## src/rtl/hrow_pkg.sv

```systemverilog
// Shared types for the half-row activation gate.
package hrow_pkg;

    // Activation policy selected by the mode input.
    typedef enum logic [1:0] {
        POL_SINGLE = 2'd0,
        POL_DEMAND = 2'd1,
        POL_DUAL   = 2'd2,
        POL_RSVD   = 2'd3
    } act_pol_e;

endpackage

```

## src/rtl/hrow_rrd_timer.sv

```systemverilog
// Activation spacing timer.
// Remembers the row and sub-array of the last issued activation and counts
// the cycles since then, saturating at TRRD. ok_o is high when the current
// request targets the same row and sub-array, or when TRRD cycles have passed.
// Assumes TRRD >= 1.
module hrow_rrd_timer #(
    parameter int ROW_W = 4,
    parameter int SUB_W = 2,
    parameter int TRRD  = 4
) (
    input  logic             clk,
    input  logic             rst_n,
    input  logic             issue_i,
    input  logic [ROW_W-1:0] row_i,
    input  logic [SUB_W-1:0] sub_i,
    output logic             ok_o
);
    localparam int CW = $clog2(TRRD + 1);

    logic [CW-1:0]    since_q;
    logic             have_q;
    logic [ROW_W-1:0] row_q;
    logic [SUB_W-1:0] sub_q;

    // Record the last issued target and count cycles since it.
    always_ff @(posedge clk) begin
        if (!rst_n) begin
            since_q <= '0;
            have_q  <= 1'b0;
            row_q   <= '0;
            sub_q   <= '0;
        end else if (issue_i) begin
            since_q <= CW'(1);
            have_q  <= 1'b1;
            row_q   <= row_i;
            sub_q   <= sub_i;
        end else if (since_q < CW'(TRRD)) begin
            since_q <= since_q + CW'(1);
        end
    end

    // Spacing is met, not needed yet, or waived for the same row.
    always_comb begin
        ok_o = !have_q || (since_q >= CW'(TRRD)) ||
               ((row_i == row_q) && (sub_i == sub_q));
    end
endmodule

```

## src/rtl/hrow_faw_window.sv

```systemverilog
// Rolling activation window.
// Keeps the ages of the last NACT issued activations in a shift queue. The
// newest entry is in slot 0 and the NACT-th most recent is in the last slot.
// Ages saturate at TFAW. ok_o is high when the last slot is empty or old enough.
// Assumes TFAW >= 1 and NACT >= 2.
module hrow_faw_window #(
    parameter int NACT = 8,
    parameter int TFAW = 20
) (
    input  logic clk,
    input  logic rst_n,
    input  logic issue_i,
    output logic ok_o
);
    localparam int AW = $clog2(TFAW + 1);

    function automatic logic [AW-1:0] bump(input logic [AW-1:0] a);
        return (a >= AW'(TFAW)) ? a : a + AW'(1);
    endfunction

    for (genvar i = 0; i < NACT; i++) begin : g_slot
        logic          vld_q;
        logic [AW-1:0] age_q;
        if (i == 0) begin : g_head
            // Load a fresh entry on issue, otherwise age the head.
            always_ff @(posedge clk) begin
                if (!rst_n) begin
                    vld_q <= 1'b0;
                    age_q <= '0;
                end else if (issue_i) begin
                    vld_q <= 1'b1;
                    age_q <= AW'(1);
                end else begin
                    age_q <= bump(age_q);
                end
            end
        end else begin : g_tail
            // Shift the older entry in on issue, otherwise age in place.
            always_ff @(posedge clk) begin
                if (!rst_n) begin
                    vld_q <= 1'b0;
                    age_q <= '0;
                end else if (issue_i) begin
                    vld_q <= g_slot[i-1].vld_q;
                    age_q <= bump(g_slot[i-1].age_q);
                end else begin
                    age_q <= bump(age_q);
                end
            end
        end
    end

    // Admit when the NACT-th most recent issue is missing or aged out.
    always_comb begin
        ok_o = !g_slot[NACT-1].vld_q || (g_slot[NACT-1].age_q >= AW'(TFAW));
    end
endmodule

```

## src/rtl/hrow_open_track.sv

```systemverilog
// Half-row open-state tracker and policy check.
// Keeps one latch per half (even = 0, odd = 1) with its row and sub-array.
// A precharge clears both latches. policy_ok_o applies the selected policy
// to the current request. Assumes issue_i never coincides with pre_i.
module hrow_open_track
    import hrow_pkg::*;
#(
    parameter int ROW_W = 4,
    parameter int SUB_W = 2
) (
    input  logic             clk,
    input  logic             rst_n,
    input  act_pol_e         mode_i,
    input  logic             issue_i,
    input  logic             pre_i,
    input  logic [ROW_W-1:0] row_i,
    input  logic [SUB_W-1:0] sub_i,
    input  logic             half_i,
    output logic             policy_ok_o
);
    for (genvar h = 0; h < 2; h++) begin : g_half
        logic             vld_q;
        logic [ROW_W-1:0] row_q;
        logic [SUB_W-1:0] sub_q;
        // Open this half on issue, close it on precharge.
        always_ff @(posedge clk) begin
            if (!rst_n) begin
                vld_q <= 1'b0;
                row_q <= '0;
                sub_q <= '0;
            end else if (pre_i) begin
                vld_q <= 1'b0;
            end else if (issue_i && (half_i == 1'(h))) begin
                vld_q <= 1'b1;
                row_q <= row_i;
                sub_q <= sub_i;
            end
        end
    end

    logic             own_vld, oth_vld;
    logic [ROW_W-1:0] oth_row;
    logic [SUB_W-1:0] oth_sub;

    // Select the requested half and its partner.
    always_comb begin
        own_vld = half_i ? g_half[1].vld_q : g_half[0].vld_q;
        oth_vld = half_i ? g_half[0].vld_q : g_half[1].vld_q;
        oth_row = half_i ? g_half[0].row_q : g_half[1].row_q;
        oth_sub = half_i ? g_half[0].sub_q : g_half[1].sub_q;
    end

    // Apply the selected open-state policy.
    always_comb begin
        unique case (mode_i)
            POL_DEMAND: policy_ok_o = !own_vld &&
                (!oth_vld || ((oth_row == row_i) && (oth_sub == sub_i)));
            POL_DUAL:   policy_ok_o = !own_vld &&
                (!oth_vld || (oth_sub != sub_i) || (oth_row == row_i));
            default:    policy_ok_o = !g_half[0].vld_q && !g_half[1].vld_q;
        endcase
    end
endmodule

```

## src/rtl/hrow_act_gate.sv

```systemverilog
// Half-row activation gate for one bank.
// Combines the open-state policy, the spacing timer and the rolling window
// into a combinational grant. An activation issues when request and grant are
// both high. A request in a precharge cycle is never granted.
module hrow_act_gate
    import hrow_pkg::*;
#(
    parameter int ROW_W = 4,
    parameter int SUB_W = 2,
    parameter int TRRD  = 4,
    parameter int TFAW  = 20,
    parameter int NACT  = 8
) (
    input  logic             clk,
    input  logic             rst_n,
    input  logic [1:0]       mode_i,
    input  logic             act_req_i,
    input  logic [ROW_W-1:0] act_row_i,
    input  logic [SUB_W-1:0] act_sub_i,
    input  logic             act_half_i,
    input  logic             pre_i,
    output logic             act_grant_o
);
    logic policy_ok, rrd_ok, faw_ok, issue;

    hrow_open_track #(.ROW_W(ROW_W), .SUB_W(SUB_W)) u_open (
        .clk         (clk),
        .rst_n       (rst_n),
        .mode_i      (act_pol_e'(mode_i)),
        .issue_i     (issue),
        .pre_i       (pre_i),
        .row_i       (act_row_i),
        .sub_i       (act_sub_i),
        .half_i      (act_half_i),
        .policy_ok_o (policy_ok)
    );

    hrow_rrd_timer #(.ROW_W(ROW_W), .SUB_W(SUB_W), .TRRD(TRRD)) u_rrd (
        .clk     (clk),
        .rst_n   (rst_n),
        .issue_i (issue),
        .row_i   (act_row_i),
        .sub_i   (act_sub_i),
        .ok_o    (rrd_ok)
    );

    hrow_faw_window #(.NACT(NACT), .TFAW(TFAW)) u_faw (
        .clk     (clk),
        .rst_n   (rst_n),
        .issue_i (issue),
        .ok_o    (faw_ok)
    );

    // Grant only when every rule admits the request.
    always_comb begin
        act_grant_o = act_req_i && !pre_i && policy_ok && rrd_ok && faw_ok;
        issue       = act_grant_o;
    end
endmodule

```

## config.mk

```make
export PLATFORM = sky130hd
export DESIGN_NAME = hrow_act_gate
export DESIGN_NICKNAME = d
export VERILOG_FILES = /design/src/rtl/hrow_pkg.sv /design/src/rtl/hrow_rrd_timer.sv /design/src/rtl/hrow_faw_window.sv /design/src/rtl/hrow_open_track.sv /design/src/rtl/hrow_act_gate.sv
export SDC_FILE = /design/constraint.sdc
export NUM_CORES = 1
export LEC_CHECK = 0
export CORE_ASPECT_RATIO = 1.5
export CORE_MARGIN = 2
export CORE_UTILIZATION = 55
export CTS_BUF_LIST = sky130_fd_sc_hd__clkbuf_8
export CTS_CLUSTER_SIZE = 12
export DETAILED_ROUTE_END_ITERATION = 8
export HOLD_SLACK_MARGIN = 0.12
export PLACE_DENSITY = 0.77
export SYNTH_ARGS = -nofsm -noshare
export SYNTH_HDL_FRONTEND = slang
export SYNTH_SLANG_ARGS = --single-unit
```

## constraint.sdc

```tcl
create_clock -name clk -period 2.3 [get_ports clk]
set_clock_uncertainty 0.15 [all_clocks]
set_input_delay 0.23 -clock clk [delete_from_list [all_inputs] [get_ports clk]]
set_output_delay 0.23 -clock clk [all_outputs]
set_load 0.05 [all_outputs]
```

==> results of run 1 <==
## critical path, delay by kind of cell
family	cells	cell delay [ps]
buffers and inverters	3	750
AO/OA/AOI/OAI	1	360
AND/OR/NAND/NOR	3	290
XOR/XNOR	1	260
## layer usage
layer  vias up  routed length (um)
li1       1423                   -
met1      1355                2940
met2        54                4080
met3        15                 219
met4         0                 180
met5         -                   0
## synthesized netlist by cell type, drive strengths merged
cell,instances
a21oi,16
nand4,8
and3,10
mux2,7
mux2i,60
nor4,1
o221ai,1
inv,28
nor3,1
o21ai,18
nor2b,10
buf,7
xor2,10
nor2,12
nand2b,1
a31oi,8
o211a,1
dfxtp,71
clkbuf,8
xnor2,19
ha,18
o21a,3
o22ai,1
a21boi,2
a311oi,1
and2,1
nand2,70
nand3,1
nand4b,2
## final cells by class
cell class                 instances  share of cell area, %
inverter                          28                   2.55
sequential                        71                   32.9
multi-input combinational        282                   47.0
clock buffer                      11                   3.50
tap                               76                   2.20
clock inverter                     5                   1.68
timing repair buffer              47                   10.1
## through the flow
step	setup TNS (ps)	total power, W
floorplan	0	0.00173
global placement	-13690	0.00186
detailed placement	-18500	0.00188
CTS	0	0.00301
global route	-129	0.00314
finish	0	0.00300
## cell families after synthesis
family	count (synthesis)	synth area share, %
adder cells (fa/ha/maj)	18	6.24
AO/OA/AOI/OAI	51	8.25
multiplexers	67	18.9
flip-flops	71	39.4
AND/OR/NAND/NOR	117	14.7
XOR/XNOR	29	7.04
buffers and inverters	43	5.44
## path summary, 6_finish.rpt
check	to	slack, ps	cells past startpoint	start
setup / recovery	act_grant_o	20	8	act_sub_i[0]
hold / removal	u_open.g_half[0].row_q[0]$_SDFFE_PN0P_	310	2	u_open.g_half[0].row_q[0]$_SDFFE_PN0P_
setup reg to reg	u_open.g_half[1].sub_q[0]$_SDFFE_PN0P_	120	9	u_rrd.row_q[0]$_SDFFE_PN0P_
hold reg to reg	u_open.g_half[0].row_q[0]$_SDFFE_PN0P_	310	2	u_open.g_half[0].row_q[0]$_SDFFE_PN0P_
## power by group
part	switching (W)	internal, W	total, W	leakage [nW]
logic	0.000248	0.000247	0.000495	1.22
registers	0.0000733	0.00131	0.00139	0.579
clock network	0.000458	0.000660	0.00112	0.122
total	0.000779	0.00222	0.00300	1.92
## registers in the layout, indices dropped and copies added (netlist names)
register	cells
u_rrd.row_q	4
u_rrd.since_q	3
u_rrd.sub_q	2
u_open.g_half.sub_q	4
u_faw.g_slot.age_q	40
u_open.g_half.row_q	8
u_open.g_half.vld_q	2
u_faw.g_slot.vld_q	8
## repair_timing
| item | CTS | global route |
|---|---|---|
| resized for setup | 7 | 7 |
| endpoints found under the setup margin | 1 | 43 |
| buffers inserted | 4 | 0 |
| hold buffers | 1 | 0 |
| pin swaps | 7 | 4 |
| hold endpoints to repair | 1 | 0 |
==> impl_metrics.prom, run 1 <==
# TYPE chip_impl_metric gauge
chip_impl_metric{name="multi_input_combinational_cell_area",unit="mm^2"} 0.00203
chip_impl_metric{name="yosys.cell_types.count",unit=""} 34
chip_impl_info{name="critical_path.endpoint_type",value="primary output"} 1
chip_impl_metric{name="hold_ws",unit="ps"} 313
chip_impl_metric{name="area.growth.synth_to_final",unit="%"} 19.7
chip_impl_metric{name="netlist_area_before_placement",unit="mm^2"} 0.00361
chip_impl_metric{name="first_global_vias",unit=""} 2843
chip_impl_info{name="hold_path.class",value="flip-flop to flip-flop"} 1
chip_impl_metric{name="die_width",unit="um"} 70.1
chip_impl_metric{name="seq_area",unit="mm^2"} 0.00142
chip_impl_metric{name="final_antenna_net_count",unit=""} 0
chip_impl_metric{name="cts_max_level",unit=""} 3
chip_impl_metric{name="crit_path_max_fanout",unit=""} 3
chip_impl_info{name="grt_setup_unrepaired",value="yes"} 1
chip_impl_info{name="top_usage_layer",value="met2"} 1
chip_impl_metric{name="gp_routability_congestion",unit=""} 0.799
chip_impl_metric{name="timing.max_cap.violations",unit=""} 0
chip_impl_metric{name="drtIter0Drc",unit=""} 113
chip_impl_info{name="startpoint_type",value="input pin"} 1
chip_impl_metric{name="drive_gt1_share",unit="%"} 15.1
chip_impl_metric{name="routed_vias",unit=""} 2847
chip_impl_metric{name="grt.met3_usage",unit="%"} 5.81
chip_impl_metric{name="power_leakage",unit="nW"} 1.92
chip_impl_metric{name="synth_sequential_area_ratio",unit="%"} 39.4
chip_impl_metric{name="critical-path-max-stage-delay",unit="ps"} 540
chip_impl_metric{name="p_per_area",unit="mW/mm^2"} 695
chip_impl_info{name="crit_type",value="input pin to primary output"} 1
chip_impl_metric{name="detailedPlacementHpwl",unit="um"} 5170
chip_impl_info{name="synth.largest_area_cell",value="dfxtp_1"} 1
chip_impl_metric{name="gr-total-overflow",unit=""} 0
chip_impl_metric{name="groute.layer.met2.usage",unit="%"} 41.5
chip_impl_metric{name="port-buffer-count",unit=""} 13
chip_impl_metric{name="finalWorstPathRequiredPeriod",unit="ps"} 2280
chip_impl_info{name="synth_top_cells_by_area",value="dfxtp_1 (39%), mux2i_1 (17%), nand2_1 (7.2%), ha_1 (6.2%), xnor2_1 (4.6%)"} 1
chip_impl_metric{name="worst_ep_required_time",unit="ps"} 1920
chip_impl_metric{name="tightestPinTransition",unit="ps"} 454
chip_impl_info{name="run_status",value="completed"} 1
chip_impl_metric{name="ys_warn_count",unit=""} 0
chip_impl_metric{name="routed_wirelength",unit="um"} 7420
chip_impl_metric{name="setup_slack_after_layout",unit="ps"} 15.3
chip_impl_metric{name="fin_nets",unit=""} 470
chip_impl_metric{name="maxSlewHeadroom",unit="%"} 69.4
chip_impl_info{name="critical_path.cell_chain",value="clkdlybuf4s50_1 > xor2_1 > nor4_2 > a311oi_2 > nor2_2 > nand2_2 > clkinv_4 > buf_12"} 1
chip_impl_metric{name="post_synth.cell_area_avg",unit="um^2"} 9.12
chip_impl_metric{name="worst_skew_pair.late_latency",unit="ps"} 360
chip_impl_metric{name="final_min_period_over_clock_period",unit="%"} 99.3
chip_impl_info{name="cts_tree",value="yes"} 1
chip_impl_metric{name="cts_num_sinks",unit=""} 71
chip_impl_metric{name="finalSetupViolCount",unit=""} 0
chip_impl_metric{name="num_rows",unit=""} 36
chip_impl_metric{name="dpl_cell_area",unit="mm^2"} 0.00401
chip_impl_metric{name="ioPinCount",unit=""} 14
chip_impl_metric{name="critPathArrivalTime",unit="ps"} 1900
chip_impl_metric{name="die-height",unit="um"} 103
chip_impl_metric{name="use_met1",unit="%"} 20.4
chip_impl_metric{name="antenna_cells",unit=""} 0
chip_impl_metric{name="fmaxAchievable",unit="MHz"} 438
chip_impl_metric{name="ys_seq_elements",unit=""} 71
chip_impl_metric{name="core-area",unit="mm^2"} 0.00644
chip_impl_metric{name="tritoncts.num_buffers",unit=""} 9
chip_impl_metric{name="instances_no_fill",unit=""} 520
chip_impl_metric{name="cts-root-to-sink-buffers",unit=""} 2
chip_impl_metric{name="vdd_drop_max",unit="uV"} 395
chip_impl_metric{name="grt_first_pass_wirelength",unit="um"} 12100
chip_impl_metric{name="syn-num-nets",unit=""} 427
chip_impl_metric{name="start_util",unit="%"} 56.0
chip_impl_info{name="layout_common_cells",value="dfxtp_1 (71), nand2_1 (69), mux2i_1 (58), buf_4 (29), inv_1 (28)"} 1
chip_impl_metric{name="antenna_violations_before_repair",unit=""} 0
chip_impl_metric{name="drtPass1Iterations",unit=""} 5
chip_impl_metric{name="placedCellCount",unit=""} 499
chip_impl_metric{name="viasPerCell",unit=""} 5.48
chip_impl_metric{name="clk_transition_reported_paths",unit="ps"} 70
chip_impl_metric{name="grt_start_max_net_pins",unit=""} 53
chip_impl_metric{name="grtUsageTotal",unit="%"} 21.4
chip_impl_metric{name="layout.core_utilization",unit="%"} 67.1
chip_impl_metric{name="n_fill_cell",unit=""} 520
chip_impl_info{name="cts-root-buf",value="clkbuf_8"} 1
chip_impl_info{name="critical-path-slowest-cell",value="clkdlybuf4s50_1"} 1
chip_impl_metric{name="fp.dieArea",unit="mm^2"} 0.00724
chip_impl_metric{name="maxSlewViolCount",unit=""} 0
chip_impl_metric{name="layout.cell_area.non_filler",unit="mm^2"} 0.00432
chip_impl_metric{name="detail_route.wl_per_cell",unit="um"} 14.3
chip_impl_info{name="layout_commonest_cell",value="dfxtp_1"} 1
chip_impl_metric{name="syn_inst",unit=""} 396
chip_impl_metric{name="count_of_final_hold_check_violations",unit=""} 0
chip_impl_metric{name="drc",unit=""} 0
chip_impl_metric{name="post-synth-top-area-fraction",unit="%"} 39.4
chip_impl_metric{name="post-place-ws",unit="ps"} -353
Power figures use the tool's default switching activity.
==> run 2, diff against run 1 <==
--- a/config.mk
+++ b/config.mk
@@ -11,8 +11,7 @@
 export CTS_BUF_LIST = sky130_fd_sc_hd__clkbuf_8
 export CTS_CLUSTER_SIZE = 12
 export DETAILED_ROUTE_END_ITERATION = 8
-export HOLD_SLACK_MARGIN = 0.12
-export PLACE_DENSITY = 0.77
+export PLACE_DENSITY = 0.8
 export SYNTH_ARGS = -nofsm -noshare
 export SYNTH_HDL_FRONTEND = slang
 export SYNTH_SLANG_ARGS = --single-unit
==> constraint.sdc (replaced) <==
create_clock -name clk -period 2.09 [get_ports clk]
set_clock_uncertainty 0.15 [all_clocks]
set_input_delay 0.209 -clock clk [delete_from_list [all_inputs] [get_ports clk]]
set_output_delay 0.209 -clock clk [all_outputs]
set_load 0.05 [all_outputs]
==> run 2 against run 1 <==
Core utilization is 1.6 points higher. Wire length grew 4.3%. Final cell count increased by 0.19%. Largest cell class unchanged. The flow now finishes with violations (setup timing). Critical path depth decreased by 1.
==> impl_metrics.prom, run 2 (synthesis results as in run 1) <==
# TYPE chip_impl_metric gauge
chip_impl_metric{name="gp_routability_congestion",unit=""} 0.812
chip_impl_metric{name="instances_no_fill",unit=""} 521
chip_impl_metric{name="final_antenna_net_count",unit=""} 0
chip_impl_metric{name="antenna_cells",unit=""} 0
chip_impl_metric{name="setup.reg_to_reg.worst_slack",unit="ps"} -90
chip_impl_metric{name="final_min_period_over_clock_period",unit="%"} 104
chip_impl_info{name="cts-root-buf",value="clkbuf_8"} 1
chip_impl_metric{name="cts_max_level",unit=""} 3
chip_impl_metric{name="power_leakage",unit="nW"} 1.95
chip_impl_metric{name="grt_first_pass_wirelength",unit="um"} 12200
chip_impl_info{name="layout_top_registers",value="u_faw.g_slot.age_q (40), u_faw.g_slot.vld_q (8), u_open.g_half.row_q (8)"} 1
chip_impl_metric{name="fmaxAchievable",unit="MHz"} 459
chip_impl_metric{name="grt_start_max_net_pins",unit=""} 69
chip_impl_info{name="critical_path.cell_chain",value="xor2_2 > nor4_2 > a311oi_2 > nor2_2 > nand2_2 > clkinv_4 > buf_12"} 1
chip_impl_metric{name="worst_skew_pair.late_latency",unit="ps"} 350
chip_impl_metric{name="power.share.sequential",unit="%"} 45.9
chip_impl_metric{name="port-buffer-count",unit=""} 13
chip_impl_metric{name="fin_nets",unit=""} 471
chip_impl_info{name="grt_setup_unrepaired",value="yes"} 1
chip_impl_metric{name="internal_pwr_total",unit="W"} 0.00244
chip_impl_metric{name="die_width",unit="um"} 70.1
chip_impl_metric{name="start_util",unit="%"} 56.0
chip_impl_metric{name="placedCellCount",unit=""} 498
chip_impl_metric{name="grtUsageTotal",unit="%"} 21.3
chip_impl_metric{name="viasPerCell",unit=""} 5.41
chip_impl_metric{name="finalSetupViolCount",unit=""} 38
chip_impl_info{name="run_status",value="complete, but fails checks"} 1
chip_impl_info{name="cts_tree",value="yes"} 1
chip_impl_metric{name="pwr-share-clk",unit="%"} 36.6
chip_impl_metric{name="cp_num_buf_inv",unit=""} 2
chip_impl_metric{name="worst_ep_required_time",unit="ps"} 1730
chip_impl_metric{name="timing.max_cap.violations",unit=""} 0
chip_impl_metric{name="cts-root-to-sink-buffers",unit=""} 2
chip_impl_metric{name="critPathArrivalTime",unit="ps"} 1820
chip_impl_metric{name="p_per_area",unit="mW/mm^2"} 752
chip_impl_metric{name="maxSlewHeadroom",unit="%"} 72.4
chip_impl_metric{name="clk_transition_reported_paths",unit="ps"} 80
chip_impl_metric{name="gr-total-overflow",unit=""} 0
chip_impl_metric{name="detail_route.wl_per_cell",unit="um"} 14.8
chip_impl_metric{name="tritoncts.num_buffers",unit=""} 9
chip_impl_info{name="layout_common_cells",value="nand2_1 (69), dfxtp_1 (69), mux2i_1 (56), inv_1 (26), buf_4 (23)"} 1
chip_impl_metric{name="core-area",unit="mm^2"} 0.00644
chip_impl_metric{name="fp.dieArea",unit="mm^2"} 0.00724
chip_impl_metric{name="antenna_violations_before_repair",unit=""} 0
chip_impl_metric{name="critical-path-max-stage-delay",unit="ps"} 340
chip_impl_metric{name="n_fill_cell",unit=""} 455
chip_impl_info{name="critical-path-top-delay-family",value="simple AND/OR/NAND/NOR gates"} 1
chip_impl_metric{name="maxSlewViolCount",unit=""} 0
chip_impl_info{name="critical-path-slowest-cell",value="dfxtp_2"} 1
chip_impl_metric{name="comb_power_share",unit="%"} 17.5
chip_impl_metric{name="post-place-ws",unit="ps"} -545
chip_impl_metric{name="drc",unit=""} 0
chip_impl_metric{name="die-height",unit="um"} 103
chip_impl_metric{name="count_of_final_hold_check_violations",unit=""} 0
chip_impl_metric{name="routed_wirelength",unit="um"} 7740
chip_impl_metric{name="area.growth.synth_to_final",unit="%"} 22.6
chip_impl_metric{name="power.total",unit="W"} 0.00333
chip_impl_metric{name="first_global_vias",unit=""} 2768
chip_impl_metric{name="crit_path_max_fanout",unit=""} 3
chip_impl_metric{name="switching_power",unit="W"} 0.000889
chip_impl_metric{name="setup_slack_after_layout",unit="ps"} -90.5
chip_impl_metric{name="vdd_drop_max",unit="uV"} 400
chip_impl_metric{name="routed_vias",unit=""} 2821
chip_impl_metric{name="largest_register_ffs",unit=""} 40
chip_impl_metric{name="num_rows",unit=""} 36
chip_impl_metric{name="ioPinCount",unit=""} 14
chip_impl_metric{name="cts_num_sinks",unit=""} 71
chip_impl_metric{name="hold_ws",unit="ps"} 123
chip_impl_info{name="critical_path.endpoint_type",value="primary output"} 1
chip_impl_info{name="crit_type",value="flip-flop to primary output"} 1
chip_impl_info{name="largest_register",value="u_faw.g_slot.age_q"} 1
chip_impl_info{name="failed_checks",value="setup timing"} 1
chip_impl_metric{name="drtIter0Drc",unit=""} 136
chip_impl_metric{name="power_switching_share",unit="%"} 26.7
chip_impl_info{name="hold_path.class",value="input pin to flip-flop"} 1
chip_impl_metric{name="drive_gt1_share",unit="%"} 17.5
chip_impl_info{name="startpoint_type",value="flip-flop"} 1
chip_impl_metric{name="tightestPinTransition",unit="ps"} 410
chip_impl_metric{name="detailedPlacementHpwl",unit="um"} 5180
chip_impl_metric{name="finalWorstPathRequiredPeriod",unit="ps"} 2180
chip_impl_metric{name="cts_hold_buf",unit=""} 0
chip_impl_metric{name="drtPass1Iterations",unit=""} 4
run 2: power by group through the flow:
stage                     registers, W  clock network [W]  logic (W)
final                          0.00153            0.00122   0.000583
after global routing           0.00154            0.00129   0.000647
after CTS                      0.00152            0.00124   0.000541
after detailed placement       0.00155                  0   0.000523
after global placement         0.00155                  0   0.000498
after floorplan                0.00153                  0   0.000371
run 2: path summary, 6_finish.rpt:
| path | depth (start not counted) | endpoint | startpoint |
|---|---|---|---|
| max | 7 | act_grant_o | u_rrd.row_q[2]$_SDFFE_PN0P_ |
| min | 3 | u_faw.g_slot[3].age_q[2]$_SDFF_PN0_ | rst_n |
| max reg2reg | 9 | u_faw.g_slot[2].age_q[1]$_SDFF_PN0_ | u_rrd.row_q[2]$_SDFFE_PN0P_ |
| min reg2reg | 2 | u_open.g_half[1].row_q[0]$_SDFFE_PN0P_ | u_open.g_half[1].row_q[0]$_SDFFE_PN0P_ |
run 2: final cells by class:
cell class	count	area (um^2)	share of cell area, %
Tap cell	76	95.1	2.15
Clock buffer	10	138	3.11
Multi-Input combinational cell	282	2060	46.6
Sequential cell	71	1420	32.2
Inverter	28	110	2.49
Clock inverter	6	83.8	1.89
Timing Repair Buffer	48	514	11.6
run 2: worst reg2reg max path: stages, from the launching register on:
cell      delay [ps]
dfxtp_2          340
xor2_2           140
nor4_2           340
a311oi_2         170
nor2_2           180
nand2_2          100
clkinv_4          70
buf_4            130
buf_12           120
mux2_2           330
run 2: timing repair:
item | CTS | global route
gates cloned | 0 | 2
setup buffers | 4 | 2
endpoints found under the setup margin | 67 | 68
resized for setup | 10 | 25
pin swaps | 8 | 6
run 2: through the flow:
step	instance area (um^2)	utilization [%]	TNS (ps)
floorplan	3610	-	0
global placement	4010	62.3	-25300
detailed placement	4010	62.3	-33250
CTS	4290	66.6	-3410
global route	4430	68.7	-6360
finish	4430	68.7	-1230
run 2: metal layers:
layer	GRT usage [%]	up-vias	wire [um]
met4	10.2	0	132
met5	0	-	0
met2	41.1	49	4310
li1	-	1423	-
met3	4.36	13	215
met1	21.8	1336	3080
